$ cat src/rtl/irq_res_pkg.sv
package irq_res_pkg;

    typedef enum logic [1:0] {
        SH_FIELD  = 2'd0,
        SH_SELF   = 2'd1,
        SH_ALL    = 2'd2,
        SH_OTHERS = 2'd3
    } shorthand_e;

    typedef enum logic [2:0] {
        DM_FIXED  = 3'd0,
        DM_LOWEST = 3'd1,
        DM_INIT   = 3'd5,
        DM_START  = 3'd6,
        DM_EXT    = 3'd7
    } dmode_e;

    localparam logic [7:0] BCAST_DEST    = 8'hFF;
    localparam logic [3:0] MODEL_FLAT    = 4'hF;
    localparam logic [3:0] MODEL_CLUSTER = 4'h0;

endpackage

$ cat src/rtl/irq_unit_match.sv
module irq_unit_match
    import irq_res_pkg::*;
#(
    parameter int UNIT_IDX = 0
) (
    input  logic [7:0] dest,
    input  logic       logical,
    input  logic [1:0] shorthand,
    input  logic [7:0] src_id,
    input  logic [7:0] log_id,
    input  logic [3:0] model,
    input  logic       present,
    output logic       hit
);
    localparam logic [7:0] MY_IDX = 8'(UNIT_IDX);

    logic phys_hit, flat_hit, clus_hit, field_hit, is_self, sel;

    always_comb begin
        phys_hit  = (dest == BCAST_DEST) || (dest == MY_IDX);
        flat_hit  = (model == MODEL_FLAT) && ((dest & log_id) != 8'h00);
        clus_hit  = (model == MODEL_CLUSTER) && (dest[7:4] == log_id[7:4])
                    && ((dest[3:0] & log_id[3:0]) != 4'h0);
        field_hit = logical ? (flat_hit | clus_hit) : phys_hit;
        is_self   = (src_id == MY_IDX);
        case (shorthand)
            SH_FIELD:  sel = field_hit;
            SH_SELF:   sel = is_self;
            SH_ALL:    sel = 1'b1;
            default:   sel = !is_self;
        endcase
        hit = present & sel;
    end
endmodule

$ cat src/rtl/irq_lowest_keep.sv
module irq_lowest_keep #(
    parameter int N = 8
) (
    input  logic [N-1:0] in_mask,
    output logic [N-1:0] out_mask
);
    // Isolate the least significant set bit (two's-complement trick).
    always_comb begin
        out_mask = in_mask & (~in_mask + N'(1));
    end
endmodule

$ cat src/rtl/irq_dest_resolver.sv
module irq_dest_resolver
    import irq_res_pkg::*;
#(
    parameter int N = 8
) (
    input  logic           clk,
    input  logic           rst_n,
    input  logic           req_valid,
    input  logic [7:0]     req_dest,
    input  logic           req_logical,
    input  logic [1:0]     req_shorthand,
    input  logic [7:0]     req_src_id,
    input  logic [2:0]     req_dmode,
    input  logic [N-1:0]   unit_present,
    input  logic [8*N-1:0] unit_log_id,
    input  logic [4*N-1:0] unit_model,
    output logic [N-1:0]   tgt_mask,
    output logic           tgt_valid
);
    typedef struct packed {
        logic         valid;
        logic [N-1:0] mask;
    } state_t;

    state_t state_d, state_q;

    logic [N-1:0] raw_hits;
    logic [N-1:0] lowest_hit;

    for (genvar i = 0; i < N; i++) begin : g_unit
        irq_unit_match #(.UNIT_IDX(i)) u_match (
            .dest      (req_dest),
            .logical   (req_logical),
            .shorthand (req_shorthand),
            .src_id    (req_src_id),
            .log_id    (unit_log_id[8*i +: 8]),
            .model     (unit_model[4*i +: 4]),
            .present   (unit_present[i]),
            .hit       (raw_hits[i])
        );
    end

    irq_lowest_keep #(.N(N)) u_lowest (
        .in_mask  (raw_hits),
        .out_mask (lowest_hit)
    );

    always_comb begin
        state_d       = state_q;
        state_d.valid = req_valid;
        if (req_valid) begin
            state_d.mask = (req_dmode == DM_LOWEST) ? lowest_hit : raw_hits;
        end
    end

    always_ff @(posedge clk) begin
        if (!rst_n) begin
            state_q <= '0;
        end else begin
            state_q <= state_d;
        end
    end

    assign tgt_mask  = state_q.mask;
    assign tgt_valid = state_q.valid;

    // strobe follows a request by exactly one cycle
    a_r2_strobe_after_req: assert property (@(posedge clk) disable iff (!rst_n)
        req_valid |=> tgt_valid);
    a_r2_no_spurious_strobe: assert property (@(posedge clk) disable iff (!rst_n)
        !req_valid |=> !tgt_valid);
    a_r2_mask_held: assert property (@(posedge clk) disable iff (!rst_n)
        !req_valid |=> $stable(tgt_mask));
    // absent units never appear in the result
    a_r8_absent_cleared: assert property (@(posedge clk) disable iff (!rst_n)
        req_valid |=> ((tgt_mask & ~$past(unit_present)) == '0));
    // lowest-priority result has at most one target
    a_r9_single_target: assert property (@(posedge clk) disable iff (!rst_n)
        (req_valid && req_dmode == 3'd1) |=> $onehot0(tgt_mask));
    // self shorthand selects at most one target
    a_r3_self_single: assert property (@(posedge clk) disable iff (!rst_n)
        (req_valid && req_shorthand == 2'd1) |=> ($countones(tgt_mask) <= 1));
endmodule

$ cat config.mk
export PLATFORM = sky130hd
export DESIGN_NAME = irq_dest_resolver
export DESIGN_NICKNAME = d
export VERILOG_FILES = /design/src/rtl/irq_res_pkg.sv /design/src/rtl/irq_unit_match.sv /design/src/rtl/irq_lowest_keep.sv /design/src/rtl/irq_dest_resolver.sv
export SDC_FILE = /design/constraint.sdc
export NUM_CORES = 1
export LEC_CHECK = 0
export BUFFER_PORTS_ARGS = -buffer_cell sky130_fd_sc_hd__buf_2
export CAP_MARGIN = 10
export CELL_PAD_IN_SITES_DETAIL_PLACEMENT = 1
export CELL_PAD_IN_SITES_GLOBAL_PLACEMENT = 1
export CORE_MARGIN = 10
export CORE_UTILIZATION = 28
export DETAILED_ROUTE_END_ITERATION = 16
export GPL_ROUTABILITY_DRIVEN = 0
export PLACE_DENSITY_LB_ADDON = 0.1
export SYNTH_ARGS = -nofsm -noshare
export SYNTH_HDL_FRONTEND = slang
export SYNTH_SLANG_ARGS = --single-unit
$ cat constraint.sdc
create_clock -name clk -period 3.7 [get_ports clk]
set_clock_uncertainty 0.15 [all_clocks]
set_input_delay 0.37 -clock clk [delete_from_list [all_inputs] [get_ports clk]]
set_output_delay 0.37 -clock clk [all_outputs]
set_load 0.01 [all_outputs]
# [After elaboration in Yosys (flattened, before gate mapping)]
# Index checks and enable logic that the tools add are counted.
[op_classes] n_reduce_logical=67 n_bitwise=34 muxes=17 n_addsub=1 n_eq_ne=34
[ops] cell="$and 8x8->8" n=9
[ops] cell="$eq 8x3->1 const B" n=8
[ops] cell="$reduce_bool 8->1" n=8
[ops] cell="$and 4x4->4" n=8
[ops] cell="$eq 4x4->1" n=8
[ops] cell="$eq 4x4->1 const B" n=8
[ops] cell="$eq 8x2->1 const B" n=4
[ops] cell="$logic_not 4->1" n=8
[ops] cell="$reduce_bool 4->1" n=8
[ops] cell="$logic_and 1x1->1" n=24
[ops] cell="$pmux 1 s3" n=8
[ops] cell="$eq 8x1->1 const B" n=2
[ops] cell="$logic_not 8->1" n=2
[ops] cell="$add 8x1->8 const B" n=1
[ops] cell="$and 1x1->1" n=8
[ops] cell="$eq 8x8->1 const B" n=1
[ops] cell="$logic_not 1->1" n=8
[ops] cell="$logic_or 1x1->1" n=8
[ops] cell="$mux 1" n=8
[ops] cell="$mux 8" n=1
[ops] cell="$not 8->8" n=1
[ops] cell="$or 1x1->1" n=8
[ops] cell="$eq 3x1->1 const B" n=1
[ops] cell="$eq 2x1->1 const B" n=1
[ops] cell="other kinds (2)" n=2
[totals] elab_cells=155 out_inout_bits=9 reg_bits=9

# [Logic depth before layout (Yosys ltp)]
# Gate-level depths: netlist of the first run.
[depth] depth_word=11 depth_mapped=9

# [Modules after synthesis]
# A second synthesis of the first run with hierarchy kept.
[unflattened] hier_cells=264 hier_area_um2=2125.8
[modules_own_cells] module="irq_unit_match (g_unit[3].u_match ...)" n_inst=3 cells_per_inst=27 area_each_um2=203.9
[modules_own_cells] module="irq_unit_match (g_unit[1].u_match ...)" n_inst=2 cells_per_inst=25 area_each_um2=219.0
[modules_own_cells] module="irq_dest_resolver" n_inst=1 cells_per_inst=46 area_each_um2=374.1
[modules_own_cells] module="irq_unit_match (g_unit[4].u_match)" n_inst=1 cells_per_inst=26 area_each_um2=209.0
[modules_own_cells] module="irq_unit_match (g_unit[0].u_match)" n_inst=1 cells_per_inst=26 area_each_um2=206.4
[modules_own_cells] module="irq_unit_match (g_unit[7].u_match)" n_inst=1 cells_per_inst=25 area_each_um2=202.7
[modules_own_cells] module="irq_lowest_keep" n_inst=1 cells_per_inst=10 area_each_um2=83.8

# [Worst setup path after synthesis of the first run]
# No wires, ideal clock.
[synth_timing] path_kind="input-to-reg" startpoint="in req_dest[5]" endpoint="reg state_q, in the netlist tgt_mask[5]" path_slack_ps=1174 path_stages=8 setup_time_ps=117 arrival_time_ps=2258 path_cell_list="ha_1 or4_1 o211ai_1 o211ai_1 nor3_1 or4_4 o21ai_0 a32o_1"
[synth_between] elab_chain_cells=11
[synth_rtl] item="from (decl)" line="irq_dest_resolver.sv:9" rtl="input logic [7:0] req_dest,"
[synth_rtl] item="$and 8x8->8 / $eq 4x4->1 (equally long branches)" line="irq_unit_match.sv:21, irq_unit_match.sv:22"
[synth_rtl] item="$reduce_bool 8->1 / $logic_and 1x1->1 (equally long branches)" line="irq_unit_match.sv:21, irq_unit_match.sv:22"
[synth_rtl] item="$logic_and 1x1->1, on equally long branches" line="irq_unit_match.sv:21, irq_unit_match.sv:23"
[synth_rtl] item="$or 1x1->1" line="irq_unit_match.sv:24" rtl="field_hit = logical ? (flat_hit | clus_hit) : phys_hit;"
[synth_rtl] item="$mux 1" line="irq_unit_match.sv:24"
[synth_rtl] item="$pmux 1 s3" line="irq_unit_match.sv:26" rtl="case (shorthand)"
[synth_rtl] item="$and 1x1->1" line="irq_unit_match.sv:32" rtl="hit = present & sel;"
[synth_rtl] item="$not 8->8" line="irq_lowest_keep.sv:9" rtl="out_mask = in_mask & (~in_mask + N'(1));"
[synth_rtl] item="$add 8x1->8" line="irq_lowest_keep.sv:9"
[synth_rtl] item="$and 8x8->8" line="irq_lowest_keep.sv:9"
[synth_rtl] item="$mux 8 (*)" line="irq_dest_resolver.sv:52" rtl="state_d.mask = (req_dmode == DM_LOWEST) ? lowest_hit : raw_hits;"
[synth_rtl] item="to (signal assigned)" line="irq_dest_resolver.sv:60" rtl="state_q <= state_d;"
[synth_rtl] item="to (decl)" line="irq_dest_resolver.sv:25" rtl="state_t state_d, state_q;"
# Every way passes the cells marked *; elsewhere a longest branch is shown, timed or not.
# A chain may end at the register's enable or synchronous reset.

# [Final worst setup path of the first run]
# Ends and elaborated chain as after synthesis.

==> qor.txt, run 1 <==
Status -> complete, no violations
Multi-input logic area -> 1464 um^2
Sequential-to-total area share from yosys stat -> 10.57%
WP data arrival -> 2.70 ns
Worst rel slew slack -> 45.67%
Min-delay worst type -> reg -> reg
Synth Instances -> 206
CP Class -> in -> reg
Total congestion overflow -> 0
Pleak -> 0.001184 uW
Worst Tran Pin Value -> 0.8132 ns
Crit path launch type -> primary input
Synth Warn # -> 0
Worst Setup End Kind -> flop
CTS Sinks -> 9
CTS tree -> built
Layout area overhead -> 46.11%
I/O Pins -> 138
Max-slew violation count -> 0
Fillcell total -> 790
Cell area after synthesis -> 1704 um^2
RR Endpoint -> tgt_mask[2]
Fmax -> 365.7 MHz
Worst-path clk slew -> 0.04 ns
Slowest cell on the critical path -> or4_1
CTS Buffer Depth -> 2
Number of global-route vias before repair -> 2603
Path depth of the worst reg2reg path -> 1
Vias/cell -> 5.581
H-tree depth -> 1
CTS root buf -> clkbuf_8
Crit path max-delay family -> simple AND/OR/NAND/NOR gates
Library cells used by synthesis -> 43
Pwr/cell area -> 170.2 nW/um^2
Die Height -> 98.02 um
Routed Antenna Nets -> 0
Overall routing resource usage -> 15.28%
CP max stage delay -> 0.51 ns
Die width -> 98.02 um
Row cnt -> 28
Core region area -> 5921 um^2
PnR Total Power -> 423.8 uW
Post-cts resize count -> 0
DRC -> 0
Mean post-synth cell area -> 8.272 um^2
CP bufs+invs -> 1
Vias -> 2316
CP most frequent cell -> o211ai_1
Syn_nets -> 367
Total CTS buffers -> 3
Setup Buffers After CTS -> 0
DR iter-0 viols -> 48
Final Hold Fails -> 0
Reg2Reg Setup Slack -> 2.93 ns
Setup_tns -> 0 ns
Seq. cell area -> 180.2 um^2
Initial antenna violation count -> 1
Hold Path End -> tgt_mask[4]
Crit path max fanout -> 10
Total die area -> 9607 um^2
Yosys reg bits -> 9
Total of max-cap violations -> 0
Nets -> 501
Detailed Route WL -> 7872 um
Avg WL per Cell -> 18.97 um
Hold Path Stages -> 1
Hold path start -> tgt_mask[4]
Critical Path RT -> 3.67 ns
First-pass GRT wire length -> 12360 um
Clk_lat worst skew -> 0.23 ns
Hold buffer count at cts -> 0
Setup violations, final -> 0
Post-DP HPWL -> 6945 um
Initial core utilization -> 28.78%
Core Util, Final -> 42.05%
Max VDD drop -> 0.1653 mV
Final Cycle Share -> 73.91%
Largest net degree at the start of global routing -> 15
Final min period -> 2.735 ns
Cell Chain, Critical Path -> buf_2, ha_1, or4_1, o211ai_1, o211ai_1, nor3_1, or4_4, o21ai_0, a32o_1
IO buf count -> 137
Unrepaired setup endpoints after global routing -> no
Detailed Routing Iterations Pass 1 -> 4
Fraction of layout cells with a size suffix above 1 -> 43.36%
Worst r2r src -> tgt_mask[2]
-- logic make-up after synthesis --
group,Yosys count,synth area share (%)
multiplexers,5,3.010
XOR/XNOR,4,2.056
AND/OR/NAND/NOR,86,30.76
flip-flops,9,10.57
adder cells (fa/ha/maj),32,23.49
buffers and inverters,12,3.524
AO/OA/AOI/OAI,58,26.58
-- state kept, by name, indices dropped and copies added (netlist names) --
| register | count |
|---|---|
| tgt_valid | 1 |
| tgt_mask | 8 |
-- Yosys cell counts --
cell	n	area, um^2
o211ai_1	6	45.04
or4_1	11	82.58
nand3_1	3	15.01
clkbuf_8	1	13.76
nor2b_1	2	12.51
or4_4	1	11.26
xor2_1	4	35.03
mux2_2	1	11.26
o31ai_1	3	22.52
a221oi_1	4	35.03
a2111oi_4	1	27.53
nand4_1	15	93.84
nor3_1	6	30.03
nor3b_1	2	15.01
nor4_4	1	21.27
buf_1	1	3.750
and2_1	1	6.260
and3_1	1	6.260
a32o_1	5	50.05
mux2i_1	4	40.04
a22oi_1	10	75.07
clkbuf_1	5	18.77
dfxtp_1	9	180.2
a22o_1	5	43.79
nor2_1	8	30.03
a21boi_0	1	7.510
buf_4	1	7.510
a311oi_1	1	8.760
a21oi_1	5	25.02
nand2b_1	1	6.260
inv_1	3	11.26
nand4b_1	4	35.03
o221ai_2	1	15.01
buf_2	1	5.000
nor4_1	14	87.58
nor3b_2	1	12.51
a31oi_1	4	25.02
a21o_1	1	7.510
nand2_1	14	52.55
ha_1	32	400.4
o21ai_0	7	35.03
or3_1	1	6.260
a211oi_1	4	30.03
-- how the worst max path moves through the flow --
stage                      startpoint  depth (start not counted)          end
after floorplan           req_dest[5]                          8  tgt_mask[5]
after global placement    req_dest[5]                          9  tgt_mask[5]
after detailed placement  req_dest[5]                          9  tgt_mask[5]
after CTS                 req_dest[5]                          9  tgt_mask[5]
after global routing      req_dest[5]                          9  tgt_mask[5]
final                     req_dest[5]                          9  tgt_mask[5]
-- report_power, final --
group,switching (uW),leakage (uW),internal [uW]
Clock,36.2,0.0000228,74.8
Combinational,107,0.00109,102
Sequential,2.19,0.0000737,102
Total,145,0.00118,279
-- metrics by stage --
step                cells  cell area (um^2)  setup WS, ns  hold slack, ns
floorplan             206              1704         1.174          0.3604
global placement      410              2442        0.7828          0.3047
detailed placement    410              2442        0.7286          0.2974
CTS                   414              2487        0.9619          0.3140
global route          415              2490        0.7395          0.3424
finish                415              2490        0.9655          0.3111
-- layout by cell type, fill, tap and decap left out, types with 7 or more instances in the layout --
cell type / instances
nand4_1: 15
nand2_1: 14
nor4_1: 14
o21ai_0: 7
dfxtp_1: 9
buf_2: 137
or4_1: 11
a22oi_1: 10
nor2_1: 8
ha_1: 32
-- layer usage --
metal / track usage [%] / vias to the layer above / part of all wire [%]
li1: - / 1133 / -
met1: 15.21 / 1097 / 37
met2: 29.85 / 80 / 54
met3: 5.004 / 6 / 8.1
met4: 3.020 / 0 / 0.62
met5: 0 / - / 0
-- layout make-up --
type	count	area share (%)
Multi-Input combinational cell	185	58.79
Timing Repair Buffer	138	27.84
Sequential cell	9	7.236
Tap cell	75	3.769
Clock buffer	4	1.809
Inverter	3	0.4523
Antenna cell	1	0.1005
Power figures use the tool's default switching activity.
==> inputs of run 2 (changes only) <==
Settings changed: CORE_UTILIZATION 28 to 26.
Clock period 3.7 ns to 2.6 ns, I/O delays scaled along.
==> run 2 against run 1 <==
Effect of this change: die area rose by 6.1%; total power increased by 50%; critical path depth stayed put; routed wire length is 2.2% higher; sequential share of layout area down 0.52 points; clock power up 45%; clock-buffer cell count stayed put; combinational power increased by 56%.
==> qor.txt, run 2 (synthesized netlist as in run 1, its figures left out) <==
Status -> complete, no violations
Crit path max fanout -> 5
Detailed Route WL -> 8043 um
I/O Pins -> 138
Vias -> 2347
Worst setup margin -> 0.1934 ns
Hold buffer count at cts -> 0
Commonest non-fill, non-tap cell in the layout -> buf_2
Critical Path RT -> 2.57 ns
Pleak -> 0.001303 uW
Worst Setup End Kind -> flop
Unrepaired setup endpoints after global routing -> no
Routed Antenna Nets -> 0
Hold path start -> unit_present[6]
Worst Tran Pin Value -> 0.5663 ns
Fmax -> 415.5 MHz
Row cnt -> 29
Final min period -> 2.407 ns
Largest net degree at the start of global routing -> 13
Fillcell total -> 828
Setup_tns -> 0 ns
Total of max-cap violations -> 0
Multi-input logic area -> 1470 um^2
CTS Buffer Depth -> 2
Min-delay worst type -> in -> reg
CTS root buf -> clkbuf_8
Seq. cell area -> 180.2 um^2
Detailed Routing Iterations Pass 1 -> 4
Fraction of layout cells with a size suffix above 1 -> 47.24%
Avg WL per Cell -> 18.32 um
Setup Buffers After CTS -> 0
Worst rel slew slack -> 62.17%
WP data arrival -> 2.38 ns
Critical path startpoint -> req_dest[4]
Max VDD drop -> 0.2405 mV
Vias/cell -> 5.346
Post-Place Setup Slack -> -0.07768 ns
DR iter-0 viols -> 48
Post-cts resize count -> 0
Max-slew violation count -> 0
Overall routing resource usage -> 15.18%
Worst-path clk slew -> 0.04 ns
Final Hold Fails -> 0
Die width -> 101.0 um
First-pass GRT wire length -> 12820 um
DRC -> 0
Most frequent cells in the layout -> buf_2 (137), ha_1 (32), buf_4 (23)
Crit path launch type -> primary input
Fin cells -> 439
Total die area -> 10190 um^2
Setup violations, final -> 0
CTS tree -> built
CTS Sinks -> 9
Total CTS buffers -> 3
Clk_lat worst skew -> 0.23 ns
Initial antenna violation count -> 0
DP Cell Count -> 435
Total congestion overflow -> 0
Nets -> 524
IO buf count -> 137
Number of global-route vias before repair -> 2656
H-tree depth -> 1
Worst r2r src -> tgt_mask[5]
Layout area overhead -> 57.34%
Die Height -> 101.0 um
Pwr/cell area -> 237.1 nW/um^2
Initial core utilization -> 26.84%
Number of diodes -> 0
Post-DP HPWL -> 7351 um
Core region area -> 6350 um^2
CP Class -> in -> reg
Final Cycle Share -> 92.56%
Max FFs per register -> 8
==> run 2: changes by cell type in the layout (fill, tap and decap cells not counted), sizes merged <==
| cell | previous run | this run |
|---|---|---|
| buf | 138 | 161 |
| diode | 1 | 0 |
==> run 2: metrics by stage <==
stage	power (uW)	cell area (um^2)	hold slack (ns)	utilization [%]
detailed placement	481.9	2630	0.3037	41.42
CTS	646.6	2675	0.2070	42.13
floorplan	287.1	1704	0.3386	-
global route	695.3	2681	0.2253	42.23
global placement	474.8	2630	0.2976	41.42
finish	635.9	2681	0.2071	42.23
==> run 2: cell type report <==
cell class | count | area share (%)
multi-input combinational | 185 | 54.83
timing repair buffer | 161 | 32.76
sequential | 9 | 6.720
tap | 77 | 3.593
clock buffer | 4 | 1.680
inverter | 3 | 0.4200
==> run 2: report_power, final <==
part / total, uW / leakage (uW) / switching [uW] / internal, uW
Sequential: 149 / 0.0000737 / 3.15 / 146
Combinational: 325 / 0.00121 / 157 / 169
Clock: 161 / 0.0000228 / 54.7 / 107
==> run 2: layer usage <==
| layer | track usage [%] | wire (um) |
|---|---|---|
| met1 | 16.33 | 3220 |
| met2 | 27.47 | 4006 |
| met3 | 5.693 | 741 |
| met4 | 3.215 | 75 |
| met5 | 0 | 0 |
==> run 2: critical path, cell delays in order <==
cell,delay [ns]
buf_2,0.15
ha_1,0.29
or4_1,0.51
a211oi_1,0.23
o211ai_1,0.13
nor3_1,0.27
buf_4,0.17
o21ai_0,0.11
a32o_1,0.27
==> run 2: worst paths after layout <==
check	slack (ns)	end	cells after the start
max	0.19	tgt_mask[2]	9
min	0.21	tgt_mask[7]	3
max reg2reg	1.83	tgt_mask[5]	1
min reg2reg	0.31	tgt_mask[1]	1
